<file path="src/rtl/irq_pkg.sv">
package irq_pkg;
  localparam int unsigned DATA_W = 32;
  localparam int unsigned ADDR_W = 12;

  localparam logic [ADDR_W-1:0] OFS_COAL = 12'h004;
  localparam logic [ADDR_W-1:0] OFS_STAT = 12'h008;
  localparam logic [ADDR_W-1:0] OFS_MASK = 12'h00C;
  localparam logic [ADDR_W-1:0] OFS_DMA  = 12'h010;

  // primary cause positions
  localparam int unsigned B_RX_DMA   = 31;
  localparam int unsigned B_HW_ERR   = 29;
  localparam int unsigned B_PERIODIC = 28;
  localparam int unsigned B_TX_DMA   = 27;
  localparam int unsigned B_QPTR     = 26;
  localparam int unsigned B_FW_ERR   = 25;
  localparam int unsigned B_KILL     = 7;
  localparam int unsigned B_HOT      = 6;
  localparam int unsigned B_SW_RX    = 3;
  localparam int unsigned B_WAKE     = 1;
  localparam int unsigned B_ALIVE    = 0;

  // DMA-engine cause positions
  localparam int unsigned D_ERR   = 31;
  localparam int unsigned D_HIPRI = 30;
  localparam int unsigned D_RX1   = 17;
  localparam int unsigned D_RX0   = 16;
  localparam int unsigned D_TX1   = 1;
  localparam int unsigned D_TX0   = 0;

  localparam logic [DATA_W-1:0] PRIM_IMPL = 32'hBE0000CB;
  localparam logic [DATA_W-1:0] DMA_IMPL  = 32'hC0030003;

  localparam logic [7:0] PERIODIC_ON = 8'hFF;
endpackage

</file>
<file path="src/rtl/cause_reg.sv">
module cause_reg #(
  parameter int unsigned W = 32,
  parameter logic [W-1:0] IMPL = '1
) (
  input  logic         clk_i,
  input  logic         rst_ni,
  input  logic [W-1:0] set_i,
  input  logic [W-1:0] clr_i,
  output logic [W-1:0] q_o
);
  logic [W-1:0] q;

  // set dominates clear so no event is dropped
  always_ff @(posedge clk_i or negedge rst_ni) begin
    if (!rst_ni) q <= '0;
    else         q <= ((q & ~clr_i) | set_i) & IMPL;
  end

  assign q_o = q;
endmodule

</file>
<file path="src/rtl/coal_timer.sv">
module coal_timer #(
  parameter int unsigned CLK_MHZ = 100,
  parameter int unsigned WIN_W   = 8
) (
  input  logic             clk_i,
  input  logic             rst_ni,
  input  logic             pending_i,
  input  logic [WIN_W-1:0] window_i,
  output logic             expired_o
);
  localparam int unsigned TICK_CYCLES = CLK_MHZ * 32;
  localparam int unsigned PRE_W = $clog2(TICK_CYCLES + 1);
  localparam logic [PRE_W-1:0] PRE_LAST = PRE_W'(TICK_CYCLES - 1);

  logic [PRE_W-1:0] pre_q;
  logic [WIN_W-1:0] ticks_q;
  logic             exp_q;
  logic [WIN_W:0]   ticks_nx;

  assign ticks_nx = {1'b0, ticks_q} + 1'b1;

  always_ff @(posedge clk_i or negedge rst_ni) begin
    if (!rst_ni) begin
      pre_q   <= '0;
      ticks_q <= '0;
      exp_q   <= 1'b0;
    end else if (!pending_i) begin
      pre_q   <= '0;
      ticks_q <= '0;
      exp_q   <= 1'b0;
    end else if (!exp_q) begin
      if (pre_q == PRE_LAST) begin
        pre_q   <= '0;
        ticks_q <= ticks_nx[WIN_W-1:0];
        if (ticks_nx >= {1'b0, window_i}) exp_q <= 1'b1;
      end else begin
        pre_q <= pre_q + 1'b1;
      end
    end
  end

  assign expired_o = exp_q;
endmodule

</file>
<file path="src/rtl/irq_coalesce_top.sv">
module irq_coalesce_top
  import irq_pkg::*;
#(
  parameter int unsigned CLK_MHZ = 100,
  parameter int unsigned WIN_W   = 8
) (
  input  logic              clk_i,
  input  logic              rst_ni,
  input  logic [ADDR_W-1:0] addr_i,
  input  logic              we_i,
  input  logic [DATA_W-1:0] wdata_i,
  output logic [DATA_W-1:0] rdata_o,
  input  logic [DATA_W-1:0] prim_evt_i,
  input  logic [DATA_W-1:0] dma_evt_i,
  output logic              irq_o
);
  logic [DATA_W-1:0] prim_q, dma_q, mask_q;
  logic [DATA_W-1:0] prim_set, prim_clr, dma_clr;
  logic [WIN_W-1:0]  win_q;
  logic [7:0]        per_q;
  logic              pending, expired, bypass;

  // register writes
  always_ff @(posedge clk_i or negedge rst_ni) begin
    if (!rst_ni) begin
      mask_q <= '0;
      win_q  <= '0;
      per_q  <= '0;
    end else if (we_i) begin
      if (addr_i == OFS_MASK) mask_q <= wdata_i;
      if (addr_i == OFS_COAL) begin
        win_q <= wdata_i[WIN_W-1:0];
        per_q <= wdata_i[15:8];
      end
    end
  end

  assign prim_clr = (we_i && addr_i == OFS_STAT) ? wdata_i : '0;
  assign dma_clr  = (we_i && addr_i == OFS_DMA)  ? wdata_i : '0;

  // primary set vector with DMA roll-up and periodic gate
  always_comb begin
    prim_set = prim_evt_i;
    prim_set[B_PERIODIC] = prim_evt_i[B_PERIODIC] && (per_q == PERIODIC_ON);
    prim_set[B_RX_DMA]   = prim_evt_i[B_RX_DMA] | dma_evt_i[D_RX0] | dma_evt_i[D_RX1];
    prim_set[B_TX_DMA]   = prim_evt_i[B_TX_DMA] | dma_evt_i[D_TX0] | dma_evt_i[D_TX1];
    prim_set[B_HW_ERR]   = prim_evt_i[B_HW_ERR] | dma_evt_i[D_ERR];
  end

  cause_reg #(.W(DATA_W), .IMPL(PRIM_IMPL)) u_prim (
    .clk_i, .rst_ni, .set_i(prim_set), .clr_i(prim_clr), .q_o(prim_q)
  );

  cause_reg #(.W(DATA_W), .IMPL(DMA_IMPL)) u_dma (
    .clk_i, .rst_ni, .set_i(dma_evt_i), .clr_i(dma_clr), .q_o(dma_q)
  );

  assign pending = |(prim_q & mask_q);
  assign bypass  = dma_q[D_HIPRI];

  coal_timer #(.CLK_MHZ(CLK_MHZ), .WIN_W(WIN_W)) u_timer (
    .clk_i, .rst_ni, .pending_i(pending), .window_i(win_q), .expired_o(expired)
  );

  assign irq_o = pending && (expired || bypass || win_q == '0);

  // read mux
  always_comb begin
    rdata_o = '0;
    unique case (addr_i)
      OFS_COAL: begin
        rdata_o[WIN_W-1:0] = win_q;
        rdata_o[15:8]      = per_q;
      end
      OFS_STAT: rdata_o = prim_q;
      OFS_MASK: rdata_o = mask_q;
      OFS_DMA:  rdata_o = dma_q;
      default:  rdata_o = '0;
    endcase
  end
endmodule

</file>
<file path="config.mk">
export PLATFORM = sky130hd
export DESIGN_NAME = irq_coalesce_top
export DESIGN_NICKNAME = d
export VERILOG_FILES = /design/src/rtl/irq_pkg.sv /design/src/rtl/cause_reg.sv /design/src/rtl/coal_timer.sv /design/src/rtl/irq_coalesce_top.sv
export SDC_FILE = /design/constraint.sdc
export NUM_CORES = 1
export LEC_CHECK = 0
export BUFFER_PORTS_ARGS = -buffer_cell sky130_fd_sc_hd__buf_2
export CORE_UTILIZATION = 35
export CTS_BUF_LIST = sky130_fd_sc_hd__clkbuf_4 sky130_fd_sc_hd__clkbuf_8
export DETAILED_ROUTE_END_ITERATION = 7
export GPL_ROUTABILITY_DRIVEN = 0
export GPL_TIMING_DRIVEN = 1
export MAX_ROUTING_LAYER = met4
export PLACE_DENSITY = 0.67
export RECOVER_POWER = 50
export SYNTH_ARGS = -nofsm -noshare
export SYNTH_HDL_FRONTEND = slang
export SYNTH_SLANG_ARGS = --single-unit
</file>
<file path="constraint.sdc">
create_clock -name clk_i -period 6.45 [get_ports clk_i]
set_input_delay 0.3225 -clock clk_i [delete_from_list [all_inputs] [get_ports clk_i]]
set_output_delay 0.3225 -clock clk_i [all_outputs]
set_load 0.02 [all_outputs]
</file>
==> flow_metrics.tcl <==
set metrics [dict create \
    wl_per_cell_um 16.39 \
    cts-htree-levels 3 \
    ys_warn_count 0 \
    place_inst 612 \
    crit_fanout 16 \
    fp.dieH_um 113.2 \
    port_buffers 96 \
    cts_made_buffers 9 \
    cts_tree "built" \
    drc 0 \
    synth_area_leaders "dfrtp_1 50%, mux2_2 12%, a22o_1 4.3%" \
    grt_pass1_wl_um 16830 \
    clock_latency_ns 0.36 \
    setup.worst_path.start_class "primary input" \
    synth_seq_cells 86 \
    core_um2 12010 \
    post_cts_buffers 0 \
    status "finished clean" \
    synth_top_area_cell "dfrtp_1" \
    crit_slowest_cell "nor2_1" \
    period_needed_ns 3.503 \
    ctsResizeCount 0 \
    initial_utilization_pct 36.01 \
    drtAntennaViolNets 0 \
    design_area_um2 5105 \
    place_area_um2 4942 \
    grt.overflow.total 0 \
    cts.sinks 86 \
    worst_slew_pin_slew_ns 1.283 \
    grtUsageTotal_pct 17.63 \
    grt_pass1_vias 3261 \
    setup_tns_ns 0 \
    maxSlewViolCount 0 \
    syn-instance-count 380 \
    ctsHoldBuffers 0 \
    synth_edf_count 0 \
    hp-class "in2reg" \
    dpl_worst_slack_ns 3.760 \
    yosysUniqueCellTypes 50 \
    grt_max_degree 87 \
    worstPathArrival_ns 3.74 \
    peakVddDrop_v 0.00009796 \
    stdcell_count 628 \
    drt_pass1_iterations 4 \
    fin_ws_ns 2.947 \
    rsz0062_at_grt "false" \
    drive_gt1_share_pct 35.34 \
    max_freq_mhz 285.5 \
    rrSetupSlack_ns 4.10 \
    syn_avg_cell_area_um2 11.38 \
    power_density_nw_per_um2 190.8 \
    yosysMostFrequentCell "dfrtp_1" \
    fillerInstances 1193 \
    drt_iter0_markers 212 \
    hold_depth 2 \
    synthTopCellsByCount "86 x dfrtp_1, 47 x mux2_2, 33 x nand2_1" \
    finClkSkew_ns 0.01217 \
    viasPerCell 5.264 \
    seq_area_frac_synth_pct 49.75 \
    cp.required_ns 6.69 \
    synth.top_cell.area_share_pct 49.75 \
    root_buffer "clkbuf_8" \
    synth_fp_nets 501 \
    setup_viol 0 \
    nets 597 \
    syn_area_um2 4325 \
    die_x_um 113.2 \
    num_vias 3306 \
    finish.utilization_pct 42.50 \
    synth_flop_cell "dfrtp_1" \
    io_pins 144 \
    critPathCaptureType "flop" \
    max_stage_delay_ns 1.01 \
    clkTransAtPathRegs_ns 0.09 \
    rr_worst_depth 10 \
    syn_to_final_growth_pct 18.02 \
    relSlewSlack_pct 14.16 \
    wl_um 10290 \
    synthArstFlopShare_pct 100.0 \
    maxCapViolCount 0 \
    period_share_pct 54.31 \
    crit_type "in2reg" \
    insertedDiodeCount 0 \
    p_leak_nw 2.413 \
    die_area_um2 12810 \
    hold_violations 0 \
    hpwl_um 7290 \
    rows 40 \
    cts.path.max_buffers 2 \
    antenna_found_initial 0 \
    path_cells "buf_2 > nor4_1 > nand3b_2 > nor2_1 > nand2_1 > mux2_2" \
]
## critical path, delay by kind of cell
kind | cells | cell delay, ns
buffers and inverters | 1 | 0.10
muxes | 1 | 0.51
and+or+nand+nor | 4 | 2.80
## flip-flops by register name, indices dropped and copies added (netlist names)
name               count
mask_q                32
u_timer.pre_q         12
u_prim.q_o            11
per_q                  8
u_timer.ticks_q        8
win_q                  8
u_dma.q_o              6
u_timer.expired_o      1
## final cells by class
class	instances	area, um2	share of cell area (%)
clock buffers	9	123.9	2.426
flip-flops and latches	86	2152	42.16
clock inverters	7	77.57	1.520
repair buffers	98	494.2	9.681
multi-input cells	269	2028	39.73
inverters	12	45.04	0.8824
well taps	147	183.9	3.603
## path summary, 6_finish.rpt
path,startpoint,end
max in group asynchronous,rst_ni,u_dma.q_o[30]$_DFF_PN0_
min in group asynchronous,rst_ni,u_timer.pre_q[2]$_DFFE_PN0P_
worst max-delay path,addr_i[9],win_q[3]$_DFFE_PN0P_
worst min register to register,u_dma.q_o[31]$_DFF_PN0_,u_dma.q_o[31]$_DFF_PN0_
worst min-delay path,prim_evt_i[0],u_prim.q_o[0]$_DFF_PN0_
worst max register to register,u_timer.ticks_q[0]$_DFFE_PN0P_,u_timer.expired_o$_DFF_PN0_
## cells in the final DEF (no fill, tap or decap), types with 8 or more instances in the layout
cell type / count
a21o_1: 14
a22o_1: 21
and2_1: 8
buf_2: 95
clkbuf_8: 9
dfrtp_1: 86
ha_1: 10
inv_1: 12
mux2_2: 47
nand2_1: 34
nand3_1: 8
nor2_1: 30
xor2_1: 13
## per-layer routing
layer / up-vias / part of all wire [%] / wire (um) / global-route usage, %
met1: 1644 / 45 / 4671 / 22.43
met2: 83 / 48 / 4974 / 27.85
li1: 1567 / - / - / -
met3: 12 / 4.7 / 481 / 4.178
met5: - / 0 / 0 / -
met4: 0 / 1.6 / 163 / 5.439
## cell families after synthesis
family / count (synthesis) / share of synthesized area (%)
and+or+nand+nor: 120 / 15.39
AOI/OAI and AO/OA: 72 / 12.76
buffers and inverters: 25 / 2.835
adders and majority gates: 10 / 2.893
xor gates and xnor gates: 18 / 3.645
muxes: 49 / 12.73
DFF: 86 / 49.75
## power breakdown
part / switching (mW) / leakage, nW / internal, mW
logic: 0.0262 / 1.19 / 0.0179
clock network: 0.205 / 0.106 / 0.184
registers: 0.00131 / 1.12 / 0.540
## per-stage QoR
step	hold slack, ns	total power [mW]
floorplan	0.02691	0.5604
global placement	0.4577	0.5974
detailed placement	0.4641	0.5989
CTS	0.1070	0.9915
global route	0.1083	1.016
finish	0.1315	0.9741
Power figures use the tool's default switching activity.
